<file path="config.mk">
export PLATFORM = sky130hd
export DESIGN_NAME = z80_bank_mapper
export DESIGN_NICKNAME = d
export VERILOG_FILES = /design/src/rtl/bank_map_pkg.sv /design/src/rtl/io_port_decode.sv /design/src/rtl/page_reg.sv /design/src/rtl/window_map.sv /design/src/rtl/z80_bank_mapper.sv
export SDC_FILE = /design/constraint.sdc
export NUM_CORES = 1
export LEC_CHECK = 0
export ABC_AREA = 1
export BUFFER_PORTS_ARGS = -buffer_cell sky130_fd_sc_hd__buf_2
export CORE_ASPECT_RATIO = 1.1
export CORE_MARGIN = 2
export CORE_UTILIZATION = 45
export CTS_CLUSTER_SIZE = 10
export DETAILED_ROUTE_END_ITERATION = 10
export HOLD_SLACK_MARGIN = 0.12
export PLACE_DENSITY = 0.77
export SYNTH_ARGS = -nofsm -noshare
export SYNTH_HDL_FRONTEND = slang
export SYNTH_SLANG_ARGS = --single-unit
</file>
<file path="constraint.sdc">
create_clock -name clk -period 1.15 [get_ports clk]
set_clock_uncertainty 0.05 [all_clocks]
set_input_delay 0.1725 -clock clk [delete_from_list [all_inputs] [get_ports clk]]
set_output_delay 0.1725 -clock clk [all_outputs]
set_load 0.05 [all_outputs]
</file>
<file path="src/rtl/bank_map_pkg.sv">
package bank_map_pkg;

  // Number of physical high address bits (A14..A18), i.e. 32 pages of 16 KB.
  localparam int PAGE_W = 5;
  localparam int SEL_W  = PAGE_W + 1;

  // Device selected behind a CPU window.
  typedef enum logic {
    DEV_RAM = 1'b0,
    DEV_ROM = 1'b1
  } bank_dev_e;

  // Page register layout: device bit above the page number.
  typedef struct packed {
    bank_dev_e         dev;
    logic [PAGE_W-1:0] page;
  } bank_sel_t;

endpackage

</file>
<file path="src/rtl/io_port_decode.sv">
module io_port_decode
  import bank_map_pkg::*;
#(
  parameter int          ADDR_W    = 16,
  parameter int          PORT_W    = 8,
  parameter logic [7:0]  PORT_ADDR = 8'h38
) (
  input  logic [ADDR_W-1:0] addr,
  input  logic              iorq_n,
  input  logic              rd_n,
  input  logic              wr_n,
  input  logic              m1_n,
  output logic              wr_hit,
  output logic              rd_hit
);

  logic port_match;
  logic io_cycle;

  // Only the low address byte is decoded; an I/O request together with M1
  // is an interrupt acknowledge and never addresses a port.
  assign port_match = (addr[PORT_W-1:0] == PORT_ADDR[PORT_W-1:0]);
  assign io_cycle   = !iorq_n && m1_n;
  assign wr_hit     = io_cycle && port_match && !wr_n;
  assign rd_hit     = io_cycle && port_match && !rd_n;

endmodule

</file>
<file path="src/rtl/page_reg.sv">
module page_reg
  import bank_map_pkg::*;
(
  input  logic             clk,
  input  logic             rst,
  input  logic             wr_hit,
  input  logic             wr_n,
  input  logic [SEL_W-1:0] din,
  output bank_sel_t        sel_q
);

  logic             armed;
  logic [SEL_W-1:0] cap;

  // A qualified write arms the register and keeps capturing data while the
  // strobe is low; the value commits on the first edge that sees wr_n high.
  always_ff @(posedge clk) begin
    if (rst) begin
      armed <= 1'b0;
      cap   <= '0;
      sel_q <= '0;
    end else if (armed && wr_n) begin
      sel_q <= bank_sel_t'(cap);
      armed <= 1'b0;
    end else if (wr_hit) begin
      armed <= 1'b1;
      cap   <= din;
    end
  end

  // no change of the mapping while the write strobe is still low.
  p_hold_while_wr_low_r7: assert property (@(posedge clk) disable iff (rst)
    !wr_n |=> $stable(sel_q));

  // the captured byte is the one committed after the strobe rises.
  p_commit_after_release_r7: assert property (@(posedge clk) disable iff (rst)
    (armed && wr_n) |=> (sel_q == bank_sel_t'($past(cap)) && !armed));

endmodule

</file>
<file path="src/rtl/window_map.sv">
module window_map
  import bank_map_pkg::*;
#(
  parameter int ADDR_W       = 16,
  parameter int BOOT_PAGE    = 0,
  parameter int LOW_RAM_PAGE = 30,
  parameter int TOP_RAM_PAGE = 31
) (
  input  logic [ADDR_W-1:0] addr,
  input  bank_sel_t         bank_sel,
  output bank_sel_t         map
);

  localparam int WIN_W = 2;

  logic [WIN_W-1:0] win;
  assign win = addr[ADDR_W-1 -: WIN_W];

  always_comb begin
    unique case (win)
      2'd0: begin
        map.dev  = DEV_ROM;
        map.page = PAGE_W'(BOOT_PAGE);
      end
      2'd1: begin
        map.dev  = DEV_RAM;
        map.page = PAGE_W'(LOW_RAM_PAGE);
      end
      2'd2: begin
        map = bank_sel;
      end
      default: begin
        map.dev  = DEV_RAM;
        map.page = PAGE_W'(TOP_RAM_PAGE);
      end
    endcase
  end

endmodule

</file>
<file path="src/rtl/z80_bank_mapper.sv">
module z80_bank_mapper
  import bank_map_pkg::*;
#(
  parameter int         ADDR_W       = 16,
  parameter int         DATA_W       = 8,
  parameter logic [7:0] PORT_ADDR    = 8'h38,
  parameter int         BOOT_PAGE    = 0,
  parameter int         LOW_RAM_PAGE = 30,
  parameter int         TOP_RAM_PAGE = 31
) (
  input  logic              clk,
  input  logic              rst,
  input  logic [ADDR_W-1:0] cpu_addr,
  input  logic [DATA_W-1:0] cpu_din,
  input  logic              mreq_n,
  input  logic              iorq_n,
  input  logic              rd_n,
  input  logic              wr_n,
  input  logic              m1_n,
  output logic [PAGE_W-1:0] phys_hi,
  output logic              ram_cs_n,
  output logic              rom_cs_n,
  output logic [DATA_W-1:0] rd_data,
  output logic              rd_oe
);

  logic      wr_hit;
  logic      rd_hit;
  bank_sel_t bank_sel;
  bank_sel_t map;

  io_port_decode #(
    .ADDR_W   (ADDR_W),
    .PORT_W   (8),
    .PORT_ADDR(PORT_ADDR)
  ) u_decode (
    .addr  (cpu_addr),
    .iorq_n(iorq_n),
    .rd_n  (rd_n),
    .wr_n  (wr_n),
    .m1_n  (m1_n),
    .wr_hit(wr_hit),
    .rd_hit(rd_hit)
  );

  page_reg u_page (
    .clk   (clk),
    .rst   (rst),
    .wr_hit(wr_hit),
    .wr_n  (wr_n),
    .din   (cpu_din[SEL_W-1:0]),
    .sel_q (bank_sel)
  );

  window_map #(
    .ADDR_W      (ADDR_W),
    .BOOT_PAGE   (BOOT_PAGE),
    .LOW_RAM_PAGE(LOW_RAM_PAGE),
    .TOP_RAM_PAGE(TOP_RAM_PAGE)
  ) u_map (
    .addr    (cpu_addr),
    .bank_sel(bank_sel),
    .map     (map)
  );

  always_ff @(posedge clk) begin
    if (rst) begin
      phys_hi  <= '0;
      ram_cs_n <= 1'b1;
      rom_cs_n <= 1'b1;
      rd_data  <= '0;
      rd_oe    <= 1'b0;
    end else begin
      phys_hi  <= map.page;
      ram_cs_n <= !(!mreq_n && map.dev == DEV_RAM);
      rom_cs_n <= !(!mreq_n && map.dev == DEV_ROM);
      rd_oe    <= rd_hit;
      rd_data  <= rd_hit ? DATA_W'(bank_sel) : '0;
    end
  end

  // the two devices never share a cycle.
  p_cs_exclusive_r9: assert property (@(posedge clk) disable iff (rst)
    !(!ram_cs_n && !rom_cs_n));

  // a select follows only a sampled memory request.
  p_cs_needs_mreq_r9: assert property (@(posedge clk) disable iff (rst)
    (!ram_cs_n || !rom_cs_n) |-> $past(!mreq_n));

  // readback only after a real port read, upper bits zero.
  p_readback_r8: assert property (@(posedge clk) disable iff (rst)
    rd_oe |-> ($past(!iorq_n && !rd_n && m1_n) && rd_data[DATA_W-1:SEL_W] == '0));

endmodule

</file>
=== Yosys cells after proc, flatten, opt, wreduce, memory -nomap -nowiden ===
Index checks and enable logic that the tools add are counted.

* Output and inout bits: 16
* Word-level logic and storage cells: 34
* Register bits: 29
* Input bits: 31

* Muxes and demuxes: 1
* Reduce and logical (&&, ||, !) cells: 17
* Eq/ne operators: 3
* Bitwise gates (word level): 3

{| class="wikitable"
|+ Operators by type and width
! cell !! number
|-
| 6-bit one-hot mux with 3 select lines || 1
|-
| 8-bit by 6-bit == test with 1-bit output, second input constant || 1
|-
| 1-bit logical AND || 7
|-
| 1-bit logical NOT || 6
|-
| 2-bit OR reduction || 2
|-
| 1-bit NOT || 3
|-
| 2-bit by 1-bit == test with 1-bit output, second input constant || 1
|-
| 2-bit == test, second input constant || 1
|-
| 2-bit logical NOT || 1
|-
| 2-bit AND reduction || 1
|}

=== Logic depth before layout (Yosys ltp) ===
* Depth in word-level cells: 6
* Gate-level depth with buffers: 8
* Depth with buffers taken out: 8

=== Cells and area by module ===
From an unflattened synthesis, not the netlist that was laid out.

* Cell total of the unflattened synthesis: 145
* Area, all modules: 1042.2 um^2

{| class="wikitable"
|+ Modules (own cells, without submodules)
! module !! area each (um^2) !! instances !! cells each !! sequential area each (um^2)
|-
| page_reg || 511.7 || 1 || 69 || 260.2
|-
| z80_bank_mapper || 415.4 || 1 || 46 || 280.3
|-
| io_port_decode || 61.3 || 1 || 16 || 0.0
|-
| window_map || 53.8 || 1 || 14 || 0.0
|}

=== Least setup slack after synthesis ===
OpenSTA, ideal clock, no wires.

* Path type: in2reg
* Start point: in m1_n
* End point: reg u_page.cap[0]
* Stages: 7
* Setup slack: 284 ps
* Library setup time: 110 ps
* Data required time: 990 ps
* Buffers on the path: 0
* Arrival time: 707 ps
* Cell sequence: inv_1 > nor2_2 > nand2_1 > nor2_2 > nand4_1 > nand2_1 > nor2_1

* Longest elaborated chain between the ends: 4

{| class="wikitable"
|+ RTL lines
! element !! line !! text
|-
| start: declaration || z80_bank_mapper.sv:19 || <nowiki>input logic m1_n,</nowiki>
|-
| 1-bit logical AND || io_port_decode.sv:23 || <nowiki>assign io_cycle = !iorq_n && m1_n;</nowiki>
|-
| 1-bit logical AND (2 in series) || io_port_decode.sv:24 || <nowiki>assign wr_hit = io_cycle && port_match && !wr_n;</nowiki>
|-
| 2-bit AND reduction (no source line) || - ||
|-
| end signal: assignment || page_reg.sv:27 || <nowiki>cap <= din;</nowiki>
|-
| end: declaration || page_reg.sv:13 || <nowiki>logic [SEL_W-1:0] cap;</nowiki>
|}

Every way passes these cells.
A chain may end at the register's enable or synchronous reset.

=== Worst setup path after layout ===
* Start point: reg rd_oe
* End point: out rd_oe

{| class="wikitable"
|+ RTL lines
! element !! line !! text
|-
| start: declaration || z80_bank_mapper.sv:24 || <nowiki>output logic rd_oe</nowiki>
|-
| start signal: assignment || z80_bank_mapper.sv:77 || <nowiki>rd_oe <= rd_hit;</nowiki>
|}

No word-level cell between the ends.

==> reports/metrics.yaml <==
status: "finished, final reports clean"
drcViolationCount: 0
numCtsBuffers: 3
report.final.slew_viol_count: 0
cts_tree: "built"
cpPeakStageDelay_ns: 0.33
p_per_area_nw_per_um2: 1150
synth_compound_area_share_pct: 8.79
avgViaCountPerCell: 4.24
ys_warn_count: 0
path_cells: "buf_2"
io_pins: 47
ir_drop_v: 0.000604
startpoint_type: "register"
setup_violations: 0
grt_pass1_vias: 739
fin_tns_setup_ns: 0
end_kind: "primary output"
rsz0062_at_grt: "false"
routabilityCongestion: 0.753
synth_area_sq_um: 1020
period_needed_ns: 1.11
crit_path_start: "rd_oe"
synth_edf_count: 0
drive_above_1_share_pct: 25.3
core-area_sq_um: 2210
grt_pass1_wl_microns: 2820
cts.clk_slew.worst_paths_ns: 0.14
nNetsFinal: 214
placement.io_buffers: 36
critPathBufInv: 1
worstRegToRegCells: 3
p_leak_nw: 0.663
ant_nets: 0
synth-async-reset-ratio_pct: 0
cts_sinks: 27
num_vias: 899
ys_ff_latch: 27
syn_avg_cell_area_sq_um: 7.43
rows: 18
critPathKind: "reg -> out"
synth_fa_ha_area_share_pct: 0
drt_iter0_drc: 9
synth.area.top_cells: "dfxtp_1 (53%), inv_1 (12%), nand2_1 (8.1%)"
start_util_pct: 46.4
synth_top_family_by_area: "simple AND/OR/NAND/NOR gates"
max_cap_viol_count: 0
synth_ff_type: "dfxtp_1"
cpMaxStageDelayCell: "dfxtp_1"
final.period_utilization_pct: 96.9
dieArea_sq_um: 2680
synth_mux_area_share_pct: 0
die_y_microns: 54.1
post-route-util_pct: 60.4
timing.rr.end: "u_page.sel_q[1]"
htreeDepth: 1
synth_xor_xnor_area_share_pct: 0
cts_buffer_depth: 2
ys_top_cells_by_count: "inv_1 (32), dfxtp_1 (27), nand2_1 (22), nor2_1 (22), o21ai_0 (10)"
firstDrtPassIters: 4
critPathMaxFanout: 1
wire_per_inst_microns: 8.21
grt_max_degree: 16
yosys.area_share.simple_pct: 23.6
arrival_ns: 0.89
root_buffer: "clkbuf_4"
fmax_mhz: 897
clk_latency_ns: 0.32
area.growth.synth_to_final_pct: 30.2
dpl.hpwl_microns: 1370
yosys.area.top_type: "dfxtp_1"
hold_violations: 0
yosys.cell_count.top_type: "inv_1"
synth_top_area_share_pct: 52.7
grt_util_all_layers_pct: 14.0
path_depth: 1
hp-class: "in -> reg"
regToRegSetupSlack_ns: 0.14
antenna_cells: 0
ys_seq_area_share_pct: 52.7
holdWs_ns: 0.117
yosysUniqueCellTypes: 15
gr-total-overflow: 0
antenna_found_initial: 0
synthCells: 138
routed_wl_microns: 1740
dieWidth_microns: 49.5
r2r-start: "u_page.armed"
worstSetupEndpoint: "rd_oe"
cp_top_family: "flip-flops"
required_ns: 0.93
sequential cells by signal, indices dropped and copies added, names as in the netlist:
| signal | cells |
|---|---|
| phys_hi | 5 |
| rd_data | 6 |
| u_page.sel_q | 6 |
| u_page.armed | 1 |
| ram_cs_n | 1 |
| rom_cs_n | 1 |
| u_page.cap | 6 |
| rd_oe | 1 |
per-stage QoR:
step	cells	area (sq um)	total power [mW]	worst slack, ns
after floorplan	139	1030	1.08	0.284
after global placement	202	1230	1.13	0.0873
after detailed placement	202	1230	1.14	0.0143
after CTS	212	1320	1.53	0.0137
after global routing	212	1330	1.59	0.00154
final	212	1330	1.53	0.0353
layout make-up:
cell class                 count  area, sq um
clock buffer                   3         22.5
clock inverter                 1         5.00
multi-input combinational     75          339
tap                           30         37.5
inverter                      33          124
timing repair buffer          43          265
fill                         226          873
sequential                    27          541
worst min path at each step:
stage	to	slack, ns	depth (start not counted)	from
3_5_place_dp	ram_cs_n	0.33	3	mreq_n
5_1_grt	u_page.cap[4]	0.14	5	cpu_din[4]
6_report	u_page.cap[4]	0.12	5	cpu_din[4]
2_1_floorplan	rom_cs_n	0.22	2	cpu_addr[14]
3_3_place_gp	ram_cs_n	0.32	3	mreq_n
4_1_cts	u_page.cap[4]	0.12	5	cpu_din[4]
cell families after synthesis:
group | after synthesis
buf+inv | 37
compound gates | 18
other cells | 1
flops | 27
simple gates | 55
metal layers:
| layer | vias to the layer above | part of all wire (%) | GRT usage (%) |
|---|---|---|---|
| met4 | 0 | 1.3 | 9.72 |
| met2 | 33 | 50 | 25.7 |
| li1 | 498 | - | - |
| met5 | - | 0 | 0 |
| met1 | 364 | 42 | 14.9 |
| met3 | 4 | 6.5 | 2.78 |
power breakdown:
group / internal, mW / switching [mW] / total [mW]
Combinational: 0.0695 / 0.116 / 0.186
Sequential: 0.947 / 0.00228 / 0.950
Clock: 0.130 / 0.263 / 0.393
layout by cell type, fill, tap and decap left out:
cell,count
buf_2,29
nor2_2,2
nand3_2,1
o21ai_0,10
nor2_4,1
nand3_1,1
a21oi_1,8
conb_1,2
inv_2,1
clkbuf_4,10
inv_1,32
dlygate4sd3_1,6
dfxtp_1,27
buf_4,1
nor2_1,22
nand2_1,22
clkinv_2,1
nand4_1,6
timing repair:
action,CTS,global route
endpoints found under the setup margin,0,7
gates resized for setup,0,7
hold endpoints to repair,9,0
hold buffers,6,0
setup buffers,0,0
No activity file was read; power rests on OpenSTA's default activity.
